$ cat src/rtl/adcport_pkg.sv
package adcport_pkg;

    typedef enum logic [1:0] {
        FMT_PAR     = 2'b00,
        FMT_GATED   = 2'b01,
        FMT_CONT    = 2'b10,
        FMT_PAR_ALT = 2'b11
    } fmt_e;

    typedef struct packed {
        logic strb_n;
        logic clk;
        logic dat;
    } ser_t;

    typedef struct packed {
        logic oe_hi;
        logic oe_lo;
    } drive_t;

    function automatic logic is_par(fmt_e f);
        return (f == FMT_PAR) || (f == FMT_PAR_ALT);
    endfunction

endpackage

$ cat src/rtl/adcport_sync.sv
module adcport_sync #(
    parameter int STAGES = 2
) (
    input  logic clk,
    input  logic rst,
    input  logic async_in,
    output logic level,
    output logic rise
);
    logic [STAGES-1:0] chain;
    logic              last;

    always_ff @(posedge clk) begin
        if (rst) begin
            chain <= '0;
            last  <= 1'b0;
        end else begin
            chain <= {chain[STAGES-2:0], async_in};
            last  <= chain[STAGES-1];
        end
    end

    assign level = chain[STAGES-1];
    assign rise  = level & ~last;

    assert_rise_single_R1: assert property (@(posedge clk) disable iff (rst)
        rise |=> !rise);

endmodule

$ cat src/rtl/adcport_conv.sv
module adcport_conv #(
    parameter int RES_W       = 12,
    parameter int CONV_CYCLES = 20
) (
    input  logic             clk,
    input  logic             rst,
    input  logic             start_rise,
    input  logic             start_level,
    input  logic             cs_n,
    input  logic [RES_W-1:0] sample_in,
    output logic             busy,
    output logic             load,
    output logic [RES_W-1:0] result
);
    localparam int CW = $clog2(CONV_CYCLES + 1);

    logic [CW-1:0] cnt;
    logic          cs_q;
    logic          req;

    assign req  = start_rise | (~start_level & cs_q & ~cs_n);
    assign load = busy && (cnt == '0);

    always_ff @(posedge clk) begin
        if (rst) begin
            busy   <= 1'b0;
            cnt    <= '0;
            result <= '0;
            cs_q   <= 1'b1;
        end else begin
            cs_q <= cs_n;
            if (busy) begin
                if (cnt == '0) begin
                    busy   <= 1'b0;
                    result <= sample_in;
                end else begin
                    cnt <= cnt - 1'b1;
                end
            end else if (req) begin
                busy <= 1'b1;
                cnt  <= CW'(CONV_CYCLES - 1);
            end
        end
    end

    assert_count_down_R3: assert property (@(posedge clk) disable iff (rst)
        (busy && cnt != '0) |=> (busy && cnt == CW'($past(cnt) - 1'b1)));

    assert_load_on_release_R4: assert property (@(posedge clk) disable iff (rst)
        $fell(busy) |-> (result == $past(sample_in)));

endmodule

$ cat src/rtl/adcport_serial.sv
module adcport_serial
    import adcport_pkg::*;
#(
    parameter int RES_W     = 12,
    parameter int SCLK_HALF = 2
) (
    input  logic             clk,
    input  logic             rst,
    input  fmt_e             fmt,
    input  logic             load,
    input  logic [RES_W-1:0] result,
    output ser_t             ser
);
    localparam int DW = $clog2(SCLK_HALF + 1);
    localparam int IW = $clog2(RES_W);

    logic [DW-1:0]    div;
    logic             sclk_int;
    logic             rise_ev;
    logic             pending;
    logic             active;
    logic [IW-1:0]    idx;
    logic [RES_W-1:0] word;
    logic             bit_val;

    assign rise_ev = (div == DW'(SCLK_HALF - 1)) && !sclk_int;
    assign bit_val = word[idx];

    always_ff @(posedge clk) begin
        if (rst) begin
            div      <= '0;
            sclk_int <= 1'b0;
            pending  <= 1'b0;
            active   <= 1'b0;
            idx      <= '0;
            word     <= '0;
        end else begin
            if (div == DW'(SCLK_HALF - 1)) begin
                div      <= '0;
                sclk_int <= ~sclk_int;
            end else begin
                div <= div + 1'b1;
            end

            if (rise_ev) begin
                if (pending) begin
                    active <= 1'b1;
                    idx    <= IW'(RES_W - 1);
                    word   <= result;
                end else if (active) begin
                    if (idx == '0) active <= 1'b0;
                    else           idx    <= idx - 1'b1;
                end
            end

            if (load && !is_par(fmt)) pending <= 1'b1;
            else if (rise_ev)         pending <= 1'b0;
        end
    end

    always_comb begin
        ser = '{strb_n: 1'b1, clk: 1'b0, dat: 1'b0};
        if (!is_par(fmt)) begin
            ser.strb_n = ~active;
            ser.dat    = active & bit_val;
            ser.clk    = (fmt == FMT_CONT) ? sclk_int : (sclk_int & active);
        end
    end

    assert_data_stable_R8: assert property (@(posedge clk) disable iff (rst)
        (active && $fell(sclk_int)) |-> $stable(bit_val));

    assert_frame_start_R8: assert property (@(posedge clk) disable iff (rst)
        $rose(active) |-> (idx == IW'(RES_W - 1) && sclk_int));

    assert_frame_end_R8: assert property (@(posedge clk) disable iff (rst)
        $fell(active) |-> ($past(idx) == '0 && sclk_int));

endmodule

$ cat src/rtl/adcport_bus.sv
module adcport_bus
    import adcport_pkg::*;
#(
    parameter int RES_W  = 12,
    parameter int BYTE_W = 8
) (
    input  fmt_e             fmt,
    input  logic             cs_n,
    input  logic             rd_n,
    input  logic             hi_sel,
    input  logic [RES_W-1:0] result,
    output drive_t           drv,
    output logic [RES_W-1:0] data
);
    logic rd_en;
    assign rd_en = ~cs_n & ~rd_n;

    always_comb begin
        drv  = '{oe_hi: 1'b0, oe_lo: 1'b0};
        data = '0;
        if (rd_en) begin
            if (is_par(fmt)) begin
                drv  = '{oe_hi: 1'b1, oe_lo: 1'b1};
                data = result;
            end else begin
                drv.oe_lo = 1'b1;
                data[BYTE_W-1:0] = hi_sel ? BYTE_W'(result[RES_W-1:BYTE_W])
                                          : result[BYTE_W-1:0];
            end
        end
    end

    always_comb begin
        assert_idle_quiet_R5: assert ((cs_n || rd_n) ? (drv == '0 && data == '0) : 1'b1);
    end

endmodule

$ cat src/rtl/adc_result_port.sv
module adc_result_port
    import adcport_pkg::*;
#(
    parameter int RES_W       = 12,
    parameter int CONV_CYCLES = 20,
    parameter int SCLK_HALF   = 2
) (
    input  logic             clk,
    input  logic             rst,
    input  logic [1:0]       fmt_sel,
    input  logic             cnv_start,
    input  logic             cs_n,
    input  logic             rd_n,
    input  logic             hi_byte_sel,
    input  logic [RES_W-1:0] sample_in,
    output logic             busy_n,
    output logic [RES_W-1:0] bus_data,
    output logic             bus_oe_hi,
    output logic             bus_oe_lo,
    output logic             ser_strb_n,
    output logic             ser_clk,
    output logic             ser_dat
);
    localparam int BYTE_W = 8;

    fmt_e             fmt;
    logic             start_level;
    logic             start_rise;
    logic             busy;
    logic             load;
    logic [RES_W-1:0] result;
    ser_t             ser;
    drive_t           drv;

    assign fmt = fmt_e'(fmt_sel);

    adcport_sync #(.STAGES(2)) u_sync (
        .clk      (clk),
        .rst      (rst),
        .async_in (cnv_start),
        .level    (start_level),
        .rise     (start_rise)
    );

    adcport_conv #(.RES_W(RES_W), .CONV_CYCLES(CONV_CYCLES)) u_conv (
        .clk         (clk),
        .rst         (rst),
        .start_rise  (start_rise),
        .start_level (start_level),
        .cs_n        (cs_n),
        .sample_in   (sample_in),
        .busy        (busy),
        .load        (load),
        .result      (result)
    );

    adcport_serial #(.RES_W(RES_W), .SCLK_HALF(SCLK_HALF)) u_serial (
        .clk    (clk),
        .rst    (rst),
        .fmt    (fmt),
        .load   (load),
        .result (result),
        .ser    (ser)
    );

    adcport_bus #(.RES_W(RES_W), .BYTE_W(BYTE_W)) u_bus (
        .fmt    (fmt),
        .cs_n   (cs_n),
        .rd_n   (rd_n),
        .hi_sel (hi_byte_sel),
        .result (result),
        .drv    (drv),
        .data   (bus_data)
    );

    assign busy_n     = ~busy;
    assign bus_oe_hi  = drv.oe_hi;
    assign bus_oe_lo  = drv.oe_lo;
    assign ser_strb_n = ser.strb_n;
    assign ser_clk    = ser.clk;
    assign ser_dat    = ser.dat;

    assert_byte_hi_quiet_R7: assert property (@(posedge clk) disable iff (rst)
        !is_par(fmt) |-> !bus_oe_hi);

    assert_par_no_frame_R11: assert property (@(posedge clk) disable iff (rst)
        is_par(fmt) |-> (ser_strb_n && !ser_clk));

endmodule

$ cat config.mk
export PLATFORM = sky130hd
export DESIGN_NAME = adc_result_port
export DESIGN_NICKNAME = d
export VERILOG_FILES = /design/src/rtl/adcport_pkg.sv /design/src/rtl/adcport_sync.sv /design/src/rtl/adcport_conv.sv /design/src/rtl/adcport_serial.sv /design/src/rtl/adcport_bus.sv /design/src/rtl/adc_result_port.sv
export SDC_FILE = /design/constraint.sdc
export NUM_CORES = 1
export LEC_CHECK = 0
export ABC_AREA = 1
export BUFFER_PORTS_ARGS = -buffer_cell sky130_fd_sc_hd__buf_2
export CAP_MARGIN = 10
export CORE_MARGIN = 2
export CORE_UTILIZATION = 50
export CTS_BUF_LIST = sky130_fd_sc_hd__clkbuf_4 sky130_fd_sc_hd__clkbuf_8
export CTS_CLUSTER_DIAMETER = 200
export DETAILED_ROUTE_END_ITERATION = 8
export HOLD_SLACK_MARGIN = 0.06
export PLACE_DENSITY_LB_ADDON = 0.15
export SLEW_MARGIN = 25
export SYNTH_ARGS = -nofsm -noshare
export SYNTH_HDL_FRONTEND = slang
export SYNTH_HIERARCHICAL = 1
export SYNTH_SLANG_ARGS = --single-unit
$ cat constraint.sdc
create_clock -name clk -period 1.7 [get_ports clk]
set_clock_uncertainty 0.2 [all_clocks]
set_input_delay 0.085 -clock clk [delete_from_list [all_inputs] [get_ports clk]]
set_output_delay 0.085 -clock clk [all_outputs]
set_load 0.01 [all_outputs]
==> impl_results.md <==
* Critical path startpoint category: input port
* Post-DP HPWL at roughly 3400 um
* Area of the core at between 4000 and 5000 um^2
* Slew HR at 63.7%
* DR vias at 2,067
* Count leader, synth: nand2_1
* CTS Buf Count at 5
* DRT Pass-1 Iters at 4
* Syn Nets at 340
* Cell taking the most area after synthesis: dfxtp_1
* Top cell type's share of synthesized area at 38.5%
* Post-synth top flop: dfxtp_1
* Root buffer cell: clkbuf_8
* Largest net degree at the start of global routing at 29
* Violation count after the first detailed-routing iteration at 115
* Overall power at 2.29 mW
* M1 WL at 2320 um
* Wire per inst at 11.6 um
* Number of global-route vias before repair at between 1,500 and 2,000
* Register area share after synthesis at 38.5%
* Top layer in use: met4
* I/O pins at 38
* Synthesized cell area at 2240 um^2
* Pleak at roughly 1.3 nW
* Clk slew on worst S/H paths at 0.08 ns
* Type of the tightest min-delay check: in -> reg
* Initial antenna violation count at 0
* Final hold viol count at 0
* CTS sink cnt at 43
* Global-route wire length before repair at 8220 um
* Vias per cell at 4.80
* VDD IR max at ~0.68 mV
* Power per cell area at approximately 800 nW/um^2
* Max-slew violation total from the final report at 0
* Clock Latency Late Sink at 0.30 ns
* Setup-failing EPs final at 0
* H-tree levels at 2
* Chip height at just over 70 um
* Setup CP Type: in -> out
* Outcome: finished, final reports clean
* Filler-free cell count of the finished design at approximately 430
* Routed WL at 5000 um
* Setup_tns at 0 ns
* Worst slew pin tran at around 0.54 ns
* Synth cell count leaders: 74 x nand2_1, 51 x inv_1, 43 x dfxtp_1, 30 x a21oi_1, 26 x nand3_1
* Die Width at 70.9 um
* Placer congestion estimate at 0.852
* N_diodes at 0
* Fin nets at 402
* Placed insts at 400
* Avg Cell Area, Syn at 7.08 um^2
* Maxcap violations at 0
* Worst Path Required at 1.41 ns
* Yosys warns at 6
* Rows at 24
* Asr flop ratio synth at 0%
* CP max FO at 6
* Area contributors post-synth: dfxtp_1 38%, nand2_1 12%, inv_1 8.6%
* Crit path time final at 1.65 ns
* Synthesized instance count at 316
* Fillers at 395
* Post-synthesis register bit count at 43
* Crit path DAT at 1.36 ns
* Met3 wire len at roughly 160 um
* Area growth syn-to-layout at 25.9%
* Total global routing overflow at 0
* Antenna Nets Post-Route at 0
* Layout cell share with drive strength beyond 1 at 25.9%
* CTS tree: done
* Yosys cell types at 27
* Met2 Routed Length at between 2000 and 2500 um
* F_max at approximately 610 MHz
* Maximum buffer depth of the clock tree at 2
* Worst setup EP type: primary output
* Number of synthesized flops with an enable pin at 0
* Flop-to-flop setup slack at 0.11 ns
* PortBufs at 37
* Die area at just over 5000 um^2
* GRT Total Usage at 20.1%
* Fin crit share at 96.8%
* Initial core utilization at 51.7%
* Remaining DRCs at 0
timing repair:
item	4_1_cts	5_1_grt
setup buffers	0	5
hold endpoints to repair	18	0
resized for setup	0	11
endpoints found under the setup margin	0	24
hold buffers	16	0
where the power goes:
group          total, mW  switching, mW  internal, mW
Clock              0.735          0.348         0.387
Sequential          1.11         0.0493          1.06
Combinational      0.444          0.253         0.191
Total               2.29          0.650          1.64
worst max-delay path, cell delays in order:
cell and delay (ns):
dlygate4sd3_1 0.55, buf_2 0.15, nor2_4 0.17, buf_4 0.15, nand3_1 0.08, inv_1 0.07, buf_2 0.12
cells by family (layout without fill, tap and decap cells):
logic type / count (synthesis) / in the layout / synth area share, %
buffers and inverters: 67 / 128 / 13.5
and+or+nand+nor: 146 / 148 / 31.4
AOI/OAI and AO/OA: 55 / 55 / 14.0
xor gates and xnor gates: 1 / 1 / 0.392
adders and majority gates: 4 / 4 / 2.24
DFF: 43 / 43 / 38.5
metrics by stage:
stage,instance area (um^2),worst slack (ns),hold slack (ns),utilization (%)
after floorplan,2240,0.217,-0.0438,-
after global placement,2440,0.158,0.0881,56.4
after detailed placement,2440,0.0983,0.0949,56.4
after CTS,2700,0.0384,0.106,62.5
after global routing,2820,-0.0183,0.141,65.1
final,2820,0.0538,0.100,65.1
layer usage:
layer,vias to the layer above,global-route usage [%]
li1,1106,-
met1,916,25.7
met2,36,34.0
met3,9,2.99
met4,0,8.18
met5,-,0
worst paths after layout:
path | startpoint | end | depth (start not counted)
setup / recovery | cs_n | bus_data[7] | 7
hold / removal | fmt_sel[1] | u_serial/pending | 5
setup reg to reg | u_conv/cnt[0] | u_conv/result[8] | 8
hold reg to reg | u_sync/chain[0] | u_sync/chain[1] | 2
flip-flops by register name, indices dropped and copies added, names as in the netlist, 2 cells and up:
| name | cells |
|---|---|
| u_conv/cnt | 5 |
| u_sync/chain | 2 |
| u_serial/div | 2 |
| u_conv/result | 12 |
| u_serial/word | 12 |
| u_serial/idx | 4 |
layout by cell type (no fill, tap or decap), drive strengths merged:
| cell | Yosys | layout |
|---|---|---|
| inv | 55 | 56 |
| a21oi | 39 | 39 |
| dlygate4sd3 | 0 | 16 |
| ha | 4 | 4 |
| clkbuf | 1 | 8 |
| clkinv | 2 | 1 |
| nand2 | 89 | 91 |
| dfxtp | 43 | 43 |
| nor3 | 2 | 2 |
| nor2 | 25 | 25 |
| nand3b | 1 | 1 |
| buf | 9 | 47 |
| o21ai | 16 | 16 |
| nand3 | 29 | 29 |
| xnor2 | 1 | 1 |
final cells by class:
class / instances / area (um^2) / share of cell area (%)
timing repair buffer: 63 / 440 / 15.6
sequential: 43 / 862 / 30.6
clock buffer: 8 / 104 / 3.69
inverter: 57 / 223 / 7.91
tap: 52 / 65.1 / 2.31
multi-input combinational: 208 / 1120 / 39.8
No activity file was read; power rests on OpenSTA's default activity.
